==> config.mk <==
export PLATFORM = sky130hd
export DESIGN_NAME = sar_adc_ctrl
export DESIGN_NICKNAME = d
export VERILOG_FILES = /design/src/rtl/sar_pkg.sv /design/src/rtl/sar_trig_sync.sv /design/src/rtl/sar_approx.sv /design/src/rtl/sar_result_bank.sv /design/src/rtl/sar_adc_ctrl.sv
export SDC_FILE = /design/constraint.sdc
export NUM_CORES = 1
export LEC_CHECK = 0
export ABC_AREA = 1
export ABC_CLOCK_PERIOD_IN_PS = 2460
export BUFFER_PORTS_ARGS = -buffer_cell sky130_fd_sc_hd__buf_4
export CAP_MARGIN = 20
export CELL_PAD_IN_SITES_DETAIL_PLACEMENT = 1
export CELL_PAD_IN_SITES_GLOBAL_PLACEMENT = 1
export CORE_MARGIN = 1
export CORE_UTILIZATION = 46
export DETAILED_ROUTE_END_ITERATION = 7
export PLACE_DENSITY_LB_ADDON = 0.1
export SYNTH_ARGS = -nofsm -noshare
export SYNTH_HDL_FRONTEND = slang
export SYNTH_HIERARCHICAL = 1
export SYNTH_SLANG_ARGS = --single-unit
==> constraint.sdc <==
create_clock -name clk -period 2.46 [get_ports clk]
set_clock_uncertainty 0.15 [all_clocks]
set_input_delay 0.492 -clock clk [delete_from_list [all_inputs] [get_ports clk]]
set_output_delay 0.492 -clock clk [all_outputs]
set_load 0.02 [all_outputs]
==> src/rtl/sar_pkg.sv <==
package sar_pkg;
    typedef enum logic [1:0] {
        PH_IDLE  = 2'd0,
        PH_BIT   = 2'd1,
        PH_STORE = 2'd2
    } sar_phase_e;

    localparam int CSR_W   = 8;
    localparam int B_DONE  = 7;
    localparam int B_IE    = 6;
    localparam int B_START = 5;
    localparam int B_SCAN  = 4;
endpackage

==> src/rtl/sar_trig_sync.sv <==
module sar_trig_sync (
    input  logic clk,
    input  logic rst_n,
    input  logic trig_i,
    output logic rise_o
);
    typedef struct packed {
        logic s1;
        logic s2;
        logic s3;
    } sync_t;

    sync_t sync_d, sync_q;

    always_comb begin
        sync_d.s1 = trig_i;
        sync_d.s2 = sync_q.s1;
        sync_d.s3 = sync_q.s2;
    end

    always_ff @(posedge clk or negedge rst_n) begin
        if (!rst_n) sync_q <= '0;
        else        sync_q <= sync_d;
    end

    assign rise_o = sync_q.s2 & ~sync_q.s3;

    // an edge yields a single-cycle start request
    a_r8_single_pulse: assert property (@(posedge clk) disable iff (!rst_n)
        rise_o |=> !rise_o);
endmodule

==> src/rtl/sar_approx.sv <==
module sar_approx
    import sar_pkg::*;
#(
    parameter int RES_W = 10
) (
    input  logic             clk,
    input  logic             rst_n,
    input  logic             start_i,
    input  logic             abort_i,
    input  logic             cmp_ge_i,
    output logic [RES_W-1:0] code_o,
    output logic             valid_o
);
    localparam int IDX_W = $clog2(RES_W);

    typedef struct packed {
        sar_phase_e       phase;
        logic [IDX_W-1:0] idx;
        logic [RES_W-1:0] code;
    } eng_t;

    eng_t eng_d, eng_q;

    always_comb begin
        eng_d = eng_q;
        unique case (eng_q.phase)
            PH_BIT: begin
                if (!cmp_ge_i) eng_d.code[eng_q.idx] = 1'b0;
                if (eng_q.idx == '0) begin
                    eng_d.phase = PH_STORE;
                end else begin
                    eng_d.idx = eng_q.idx - 1'b1;
                    eng_d.code[eng_d.idx] = 1'b1;
                end
            end
            PH_STORE: eng_d.phase = PH_IDLE;
            default:  eng_d.phase = PH_IDLE;
        endcase
        if (start_i && eng_q.phase != PH_BIT) begin
            eng_d.phase = PH_BIT;
            eng_d.idx   = IDX_W'(RES_W - 1);
            eng_d.code  = '0;
            eng_d.code[RES_W-1] = 1'b1;
        end
        if (abort_i) begin
            eng_d.phase = PH_IDLE;
            eng_d.idx   = '0;
        end
    end

    always_ff @(posedge clk or negedge rst_n) begin
        if (!rst_n) eng_q <= '{phase: PH_IDLE, idx: '0, code: '0};
        else        eng_q <= eng_d;
    end

    assign code_o  = eng_q.code;
    assign valid_o = (eng_q.phase == PH_STORE);

    // index steps down by exactly one per bit cycle
    a_r2_bit_step: assert property (@(posedge clk) disable iff (!rst_n)
        (eng_q.phase == PH_BIT && eng_q.idx != '0 && !abort_i)
        |=> (eng_q.phase == PH_BIT && eng_q.idx == IDX_W'($past(eng_q.idx) - 1'b1)));
    // the store cycle only follows the last bit decision
    a_r2_store_after_lsb: assert property (@(posedge clk) disable iff (!rst_n)
        (eng_q.phase == PH_STORE) |-> $past(eng_q.phase == PH_BIT && eng_q.idx == '0));
endmodule

==> src/rtl/sar_result_bank.sv <==
module sar_result_bank #(
    parameter int NREG  = 4,
    parameter int RES_W = 10
) (
    input  logic                    clk,
    input  logic                    rst_n,
    input  logic                    we_i,
    input  logic [$clog2(NREG)-1:0] widx_i,
    input  logic [RES_W-1:0]        wdata_i,
    input  logic [$clog2(NREG)-1:0] ridx_i,
    output logic [RES_W-1:0]        rdata_o
);
    logic [RES_W-1:0] regs_d [NREG];
    logic [RES_W-1:0] regs_q [NREG];

    for (genvar g = 0; g < NREG; g++) begin : g_reg
        assign regs_d[g] = (we_i && widx_i == g) ? wdata_i : regs_q[g];

        // only the addressed register may change
        a_r4_untouched: assert property (@(posedge clk) disable iff (!rst_n)
            !(we_i && widx_i == g) |=> $stable(regs_q[g]));
    end

    always_ff @(posedge clk or negedge rst_n) begin
        if (!rst_n) begin
            for (int i = 0; i < NREG; i++) regs_q[i] <= '0;
        end else begin
            for (int i = 0; i < NREG; i++) regs_q[i] <= regs_d[i];
        end
    end

    assign rdata_o = regs_q[ridx_i];
endmodule

==> src/rtl/sar_adc_ctrl.sv <==
module sar_adc_ctrl
    import sar_pkg::*;
#(
    parameter int RES_W    = 10,
    parameter int CH_W     = 3,
    parameter int NREG     = 4,
    parameter int ADDR_W   = 3,
    parameter int DATA_W   = 16,
    parameter int CSR_ADDR = 4
) (
    input  logic              clk,
    input  logic              rst_n,
    input  logic              bus_wr,
    input  logic              bus_rd,
    input  logic [ADDR_W-1:0] bus_addr,
    input  logic [CSR_W-1:0]  bus_wdata,
    output logic [DATA_W-1:0] bus_rdata,
    input  logic              ext_trig,
    input  logic              cmp_ge,
    output logic [RES_W-1:0]  dac_code,
    output logic [CH_W-1:0]   ana_ch,
    output logic              irq
);
    localparam int RIDX_W = $clog2(NREG);

    typedef struct packed {
        logic            done;
        logic            ie;
        logic            start;
        logic            scan;
        logic            seen;
        logic [CH_W-1:0] sel;
        logic [CH_W-1:0] cur;
    } ctl_t;

    ctl_t ctl_d, ctl_q;

    logic             trig_rise;
    logic             eng_start, eng_abort, eng_valid;
    logic [RES_W-1:0] eng_code;
    logic             res_we;
    logic [RES_W-1:0] bank_rd;
    logic             csr_wr, csr_rd, go;
    logic [CSR_W-1:0] csr_view;
    logic             unused_rsvd;

    assign unused_rsvd = bus_wdata[B_SCAN-1];

    sar_trig_sync u_sync (
        .clk    (clk),
        .rst_n  (rst_n),
        .trig_i (ext_trig),
        .rise_o (trig_rise)
    );

    sar_approx #(.RES_W(RES_W)) u_eng (
        .clk      (clk),
        .rst_n    (rst_n),
        .start_i  (eng_start),
        .abort_i  (eng_abort),
        .cmp_ge_i (cmp_ge),
        .code_o   (eng_code),
        .valid_o  (eng_valid)
    );

    sar_result_bank #(.NREG(NREG), .RES_W(RES_W)) u_bank (
        .clk     (clk),
        .rst_n   (rst_n),
        .we_i    (res_we),
        .widx_i  (ctl_q.cur[RIDX_W-1:0]),
        .wdata_i (eng_code),
        .ridx_i  (bus_addr[RIDX_W-1:0]),
        .rdata_o (bank_rd)
    );

    assign csr_wr = bus_wr && (bus_addr == ADDR_W'(CSR_ADDR));
    assign csr_rd = bus_rd && (bus_addr == ADDR_W'(CSR_ADDR));

    always_comb begin
        ctl_d     = ctl_q;
        go        = 1'b0;
        eng_start = 1'b0;
        eng_abort = 1'b0;
        res_we    = 1'b0;
        if (csr_wr) begin
            ctl_d.ie   = bus_wdata[B_IE];
            ctl_d.scan = bus_wdata[B_SCAN];
            ctl_d.sel  = bus_wdata[CH_W-1:0];
            ctl_d.seen = 1'b0;
            if (!bus_wdata[B_DONE] && ctl_q.seen) ctl_d.done = 1'b0;
            if (bus_wdata[B_START] && !ctl_q.start) go = 1'b1;
            if (!bus_wdata[B_START] && ctl_q.start) begin
                eng_abort   = 1'b1;
                ctl_d.start = 1'b0;
            end
        end
        if (trig_rise && !ctl_q.start) go = 1'b1;
        if (go) begin
            ctl_d.start = 1'b1;
            ctl_d.cur   = ctl_d.scan ? '0 : ctl_d.sel;
            eng_start   = 1'b1;
        end
        if (eng_valid && !eng_abort) begin
            res_we = 1'b1;
            if (ctl_q.scan) begin
                eng_start = 1'b1;
                if (ctl_q.cur >= ctl_q.sel) begin
                    ctl_d.done = 1'b1;
                    ctl_d.cur  = '0;
                end else begin
                    ctl_d.cur = ctl_q.cur + 1'b1;
                end
            end else begin
                ctl_d.done  = 1'b1;
                ctl_d.start = 1'b0;
            end
        end
        if (csr_rd && ctl_q.done) ctl_d.seen = 1'b1;
    end

    always_ff @(posedge clk or negedge rst_n) begin
        if (!rst_n) ctl_q <= '0;
        else        ctl_q <= ctl_d;
    end

    always_comb begin
        csr_view          = '0;
        csr_view[B_DONE]  = ctl_q.done;
        csr_view[B_IE]    = ctl_q.ie;
        csr_view[B_START] = ctl_q.start;
        csr_view[B_SCAN]  = ctl_q.scan;
        csr_view[CH_W-1:0] = ctl_q.sel;
    end

    always_comb begin
        bus_rdata = '0;
        if (bus_addr < ADDR_W'(NREG))            bus_rdata = DATA_W'(bank_rd);
        else if (bus_addr == ADDR_W'(CSR_ADDR))  bus_rdata = DATA_W'(csr_view);
    end

    assign dac_code = eng_code;
    assign ana_ch   = ctl_q.cur;
    assign irq      = ctl_q.done & ctl_q.ie;

    // done only rises on a result-store cycle
    a_r4_done_with_store: assert property (@(posedge clk) disable iff (!rst_n)
        $rose(ctl_q.done) |-> $past(res_we));
    // done only falls after a qualifying status read
    a_r6_clear_needs_read: assert property (@(posedge clk) disable iff (!rst_n)
        $fell(ctl_q.done) |-> ($past(ctl_q.seen) && $past(csr_wr)));
    // start only drops at a store or a control write
    a_r3_start_drop: assert property (@(posedge clk) disable iff (!rst_n)
        $fell(ctl_q.start) |-> $past(res_we || csr_wr));
    // an abort never writes a result
    a_r7_abort_no_store: assert property (@(posedge clk) disable iff (!rst_n)
        eng_abort |-> !res_we);
    // the scan channel never passes the selected limit while scanning
    a_r10_scan_bound: assert property (@(posedge clk) disable iff (!rst_n)
        (ctl_q.scan && ctl_q.start && $stable(ctl_q.sel) && ctl_q.cur <= ctl_q.sel)
        |=> (ctl_q.cur <= ctl_q.sel || !ctl_q.start || !ctl_q.scan));
endmodule

==> summary.md <==
| Metric | Value |
|---|---|
| Status | completed |
| CP startpoint | bus_addr[1] |
| Slew Limit Fails | 0 |
| Largest net degree at the start of global routing | 42 |
| Family with the most delay on the worst path | buffers and inverters |
| Critical Path Fanout Max | 12 |
| Crit-path most repeated cell | buf_4 |
| Critical path required time | 1820 ps |
| Crit. End Element | output pin |
| Crit share post-route | 93.4% |
| Max-Cap Viols | 0 |
| Peak VDD IR | 0.632 mV |
| Hold Path Class | primary input to flop |
| Fin area | 4540 um^2 |
| Via/cell ratio | 5.31 |
| P per Cell Area | 1140 nW/um^2 |
| Share of layout cells above drive strength 1 | 14.5% |
| Hold Vio Cnt, Final | 0 |
| DRT antenna net count | 0 |
| DRC | 0 |
| Static leakage | 2.49 nW |
| CTS tree | built |
| Synthesized area per cell | 7.19 um^2 |
| Final net count | 609 |
| Initial antenna violation count | 0 |
| DR pass1 iterations | 4 |
| Fin crit period | 2300 ps |
| Port bufs | 39 |
| GR Overflow Total | 0 |
| Dpl cell area | 4320 um^2 |
| Clock sink total | 70 |
| Slowest CP cell | clkinv_1 |
| Top Ports | 47 |
| Reg2reg start | ana_ch[0]$_DFF_PN0_ |
| Fillers | 1103 |
| DR iter-0 viols | 133 |
| DPL Wire Length | 8290 um |
| FMAX | 0.435 GHz |
| WL final | 11800 um |
| Routed WL per cell | 16.9 um |
| Via count | 3706 |
| Post-CTS Setup Bufs | 0 |
| Total of warnings raised by yosys | 6 |
| Worst-margin pin slew | 744 ps |
| Setup_tns | 0 ps |
| Hold path start | ext_trig |
| Sequential element share of the synthesized area | 43.6% |
| Core area | 8340 um^2 |
| Worst path cell trace | buf_4 -> clkinv_1 -> nand3_1 -> nand2_1 -> inv_1 -> o21ai_0 -> buf_4 |
| Max Root-Sink Buffers | 2 |
| Die H | 95.5 um |
| CTS root buf | clkbuf_8 |
| # setup viols final | 0 |
| TritonCTS buffer count | 9 |
| Buf/Inv on CP | 4 |
| Synth cell types | 31 |
| RSZ-0062 raised after global routing | no |
| Placer Congestion | 0.832 |
| CP Class | primary input to output pin |
| Reg clk slew, reported paths | 80 ps |
| Max incr delay on CP | 310 ps |
| Most common cell after layout, fill and taps aside | nand2_1 |
| Initial Utilization | 48.2% |
| Global-route wire length before repair | 19400 um |
| Commonest non-fill, non-tap cells in the layout | nand2_1, inv_1, dfrtp_1 |
| All-Layer GR Usage | 28.4% |
| Die Area | 9120 um^2 |
| Vias in the first global route | 3833 |
| Synth Cell Area | 4020 um^2 |
| Num rows | 33 |
| Die Wd | 95.5 um |
| #FFs+latches synth | 70 |
| Area grow syn2layout | 12.9% |
| H-tree depth | 3 |
| Startpoint types | primary input |
| Slew HR | 50.2% |
| Tot Pwr | 5.17 mW |
| Worst path arrival time | 1650 ps |
| Syn Inst Count | 559 |
| ANT cells | 0 |
| Clk Latency, worst-skew pair | 350 ps |
==> flip-flops by register name (all words and copies together), names as in the netlist <==
signal and cells:
u_bank/regs_q 40, u_eng/code_o 10, csr_view 7, u_eng/eng_q 6, ana_ch 3, u_sync/sync_d 2, ctl_q 1, u_sync/sync_q 1
==> Yosys cell counts (all sizes together) <==
master | instances | share of area (%)
nand2 | 207 | 20
inv | 91 | 8.5
dfrtp | 70 | 44
nand3 | 58 | 7.9
buf | 36 | 5.7
nand4 | 28 | 4.7
nor2 | 24 | 3.1
o21ai | 17 | 2.1
o22ai | 6 | 0.93
clkinv | 5 | 0.47
ha | 4 | 1.2
a21oi | 3 | 0.37
nor3 | 3 | 0.37
clkbuf | 1 | 0.093
conb | 1 | 0.093
nand3b | 1 | 0.19
o211ai | 1 | 0.19
o31ai | 1 | 0.19
or2 | 1 | 0.16
xor2 | 1 | 0.22
==> routing by layer <==
metal	wire length (um)	vias to the layer above	GRT usage, %
li1	-	1771	-
met1	5220	1843	36.6
met2	6020	77	48.8
met3	439	15	5.10
met4	149	0	7.96
met5	0	-	0
==> cell type report <==
| type | count | area (um^2) | share of cell area, % |
|---|---|---|---|
| Clock buffer | 10 | 128 | 2.81 |
| Clock inverter | 6 | 86.3 | 1.90 |
| Inverter | 96 | 360 | 7.93 |
| Multi-Input combinational cell | 361 | 1690 | 37.3 |
| Sequential cell | 70 | 1750 | 38.6 |
| Tap cell | 105 | 131 | 2.89 |
| Timing Repair Buffer | 50 | 390 | 8.60 |
==> cells by family after synthesis <==
family / Yosys count / synth area share (%)
AO/OA/AOI/OAI: 28 / 3.80
XOR/XNOR: 1 / 0.218
adder cells (fa/ha/maj): 4 / 1.24
buffers and inverters: 133 / 14.8
flip-flops: 70 / 43.6
other: 1 / 0.0933
AND/OR/NAND/NOR: 322 / 36.3
==> where the power goes <==
group	internal, mW	leakage, nW	switching (mW)
Clock	0.570	0.106	0.467
Sequential	1.58	0.900	0.447
Combinational	0.709	1.49	1.40
==> what timing repair did <==
action,CTS,global route
gates resized for setup,0,0
hold buffers,1,0
hold endpoints to repair,20,0
endpoints found under the setup margin,0,0
==> through the flow <==
step | util (%) | hold WS (ps) | setup WS [ps] | instances
global placement | 51.8 | 186 | 245 | 681
global route | 54.5 | 74.9 | 104 | 698
floorplan | - | 46.4 | 398 | 564
detailed placement | 51.8 | 186 | 172 | 681
finish | 54.5 | 93.3 | 163 | 698
CTS | 54.5 | 78.7 | 153 | 698
==> worst paths after layout <==
kind,slack [ps],end,cells past startpoint
max in group asynchronous,1070,u_eng/eng_q[11]$_DFFE_PN0P_,3
setup reg to reg,360,u_bank/regs_q[35]$_DFFE_PN0P_,4
hold / removal,90,u_sync/sync_d[1]$_DFF_PN0_,1
min in group asynchronous,530,u_bank/regs_q[3]$_DFFE_PN0P_,2
setup / recovery,160,bus_rdata[7],7
hold reg to reg,200,u_sync/sync_d[0]$_DFF_PN0_,0
Power figures use the tool's default switching activity.
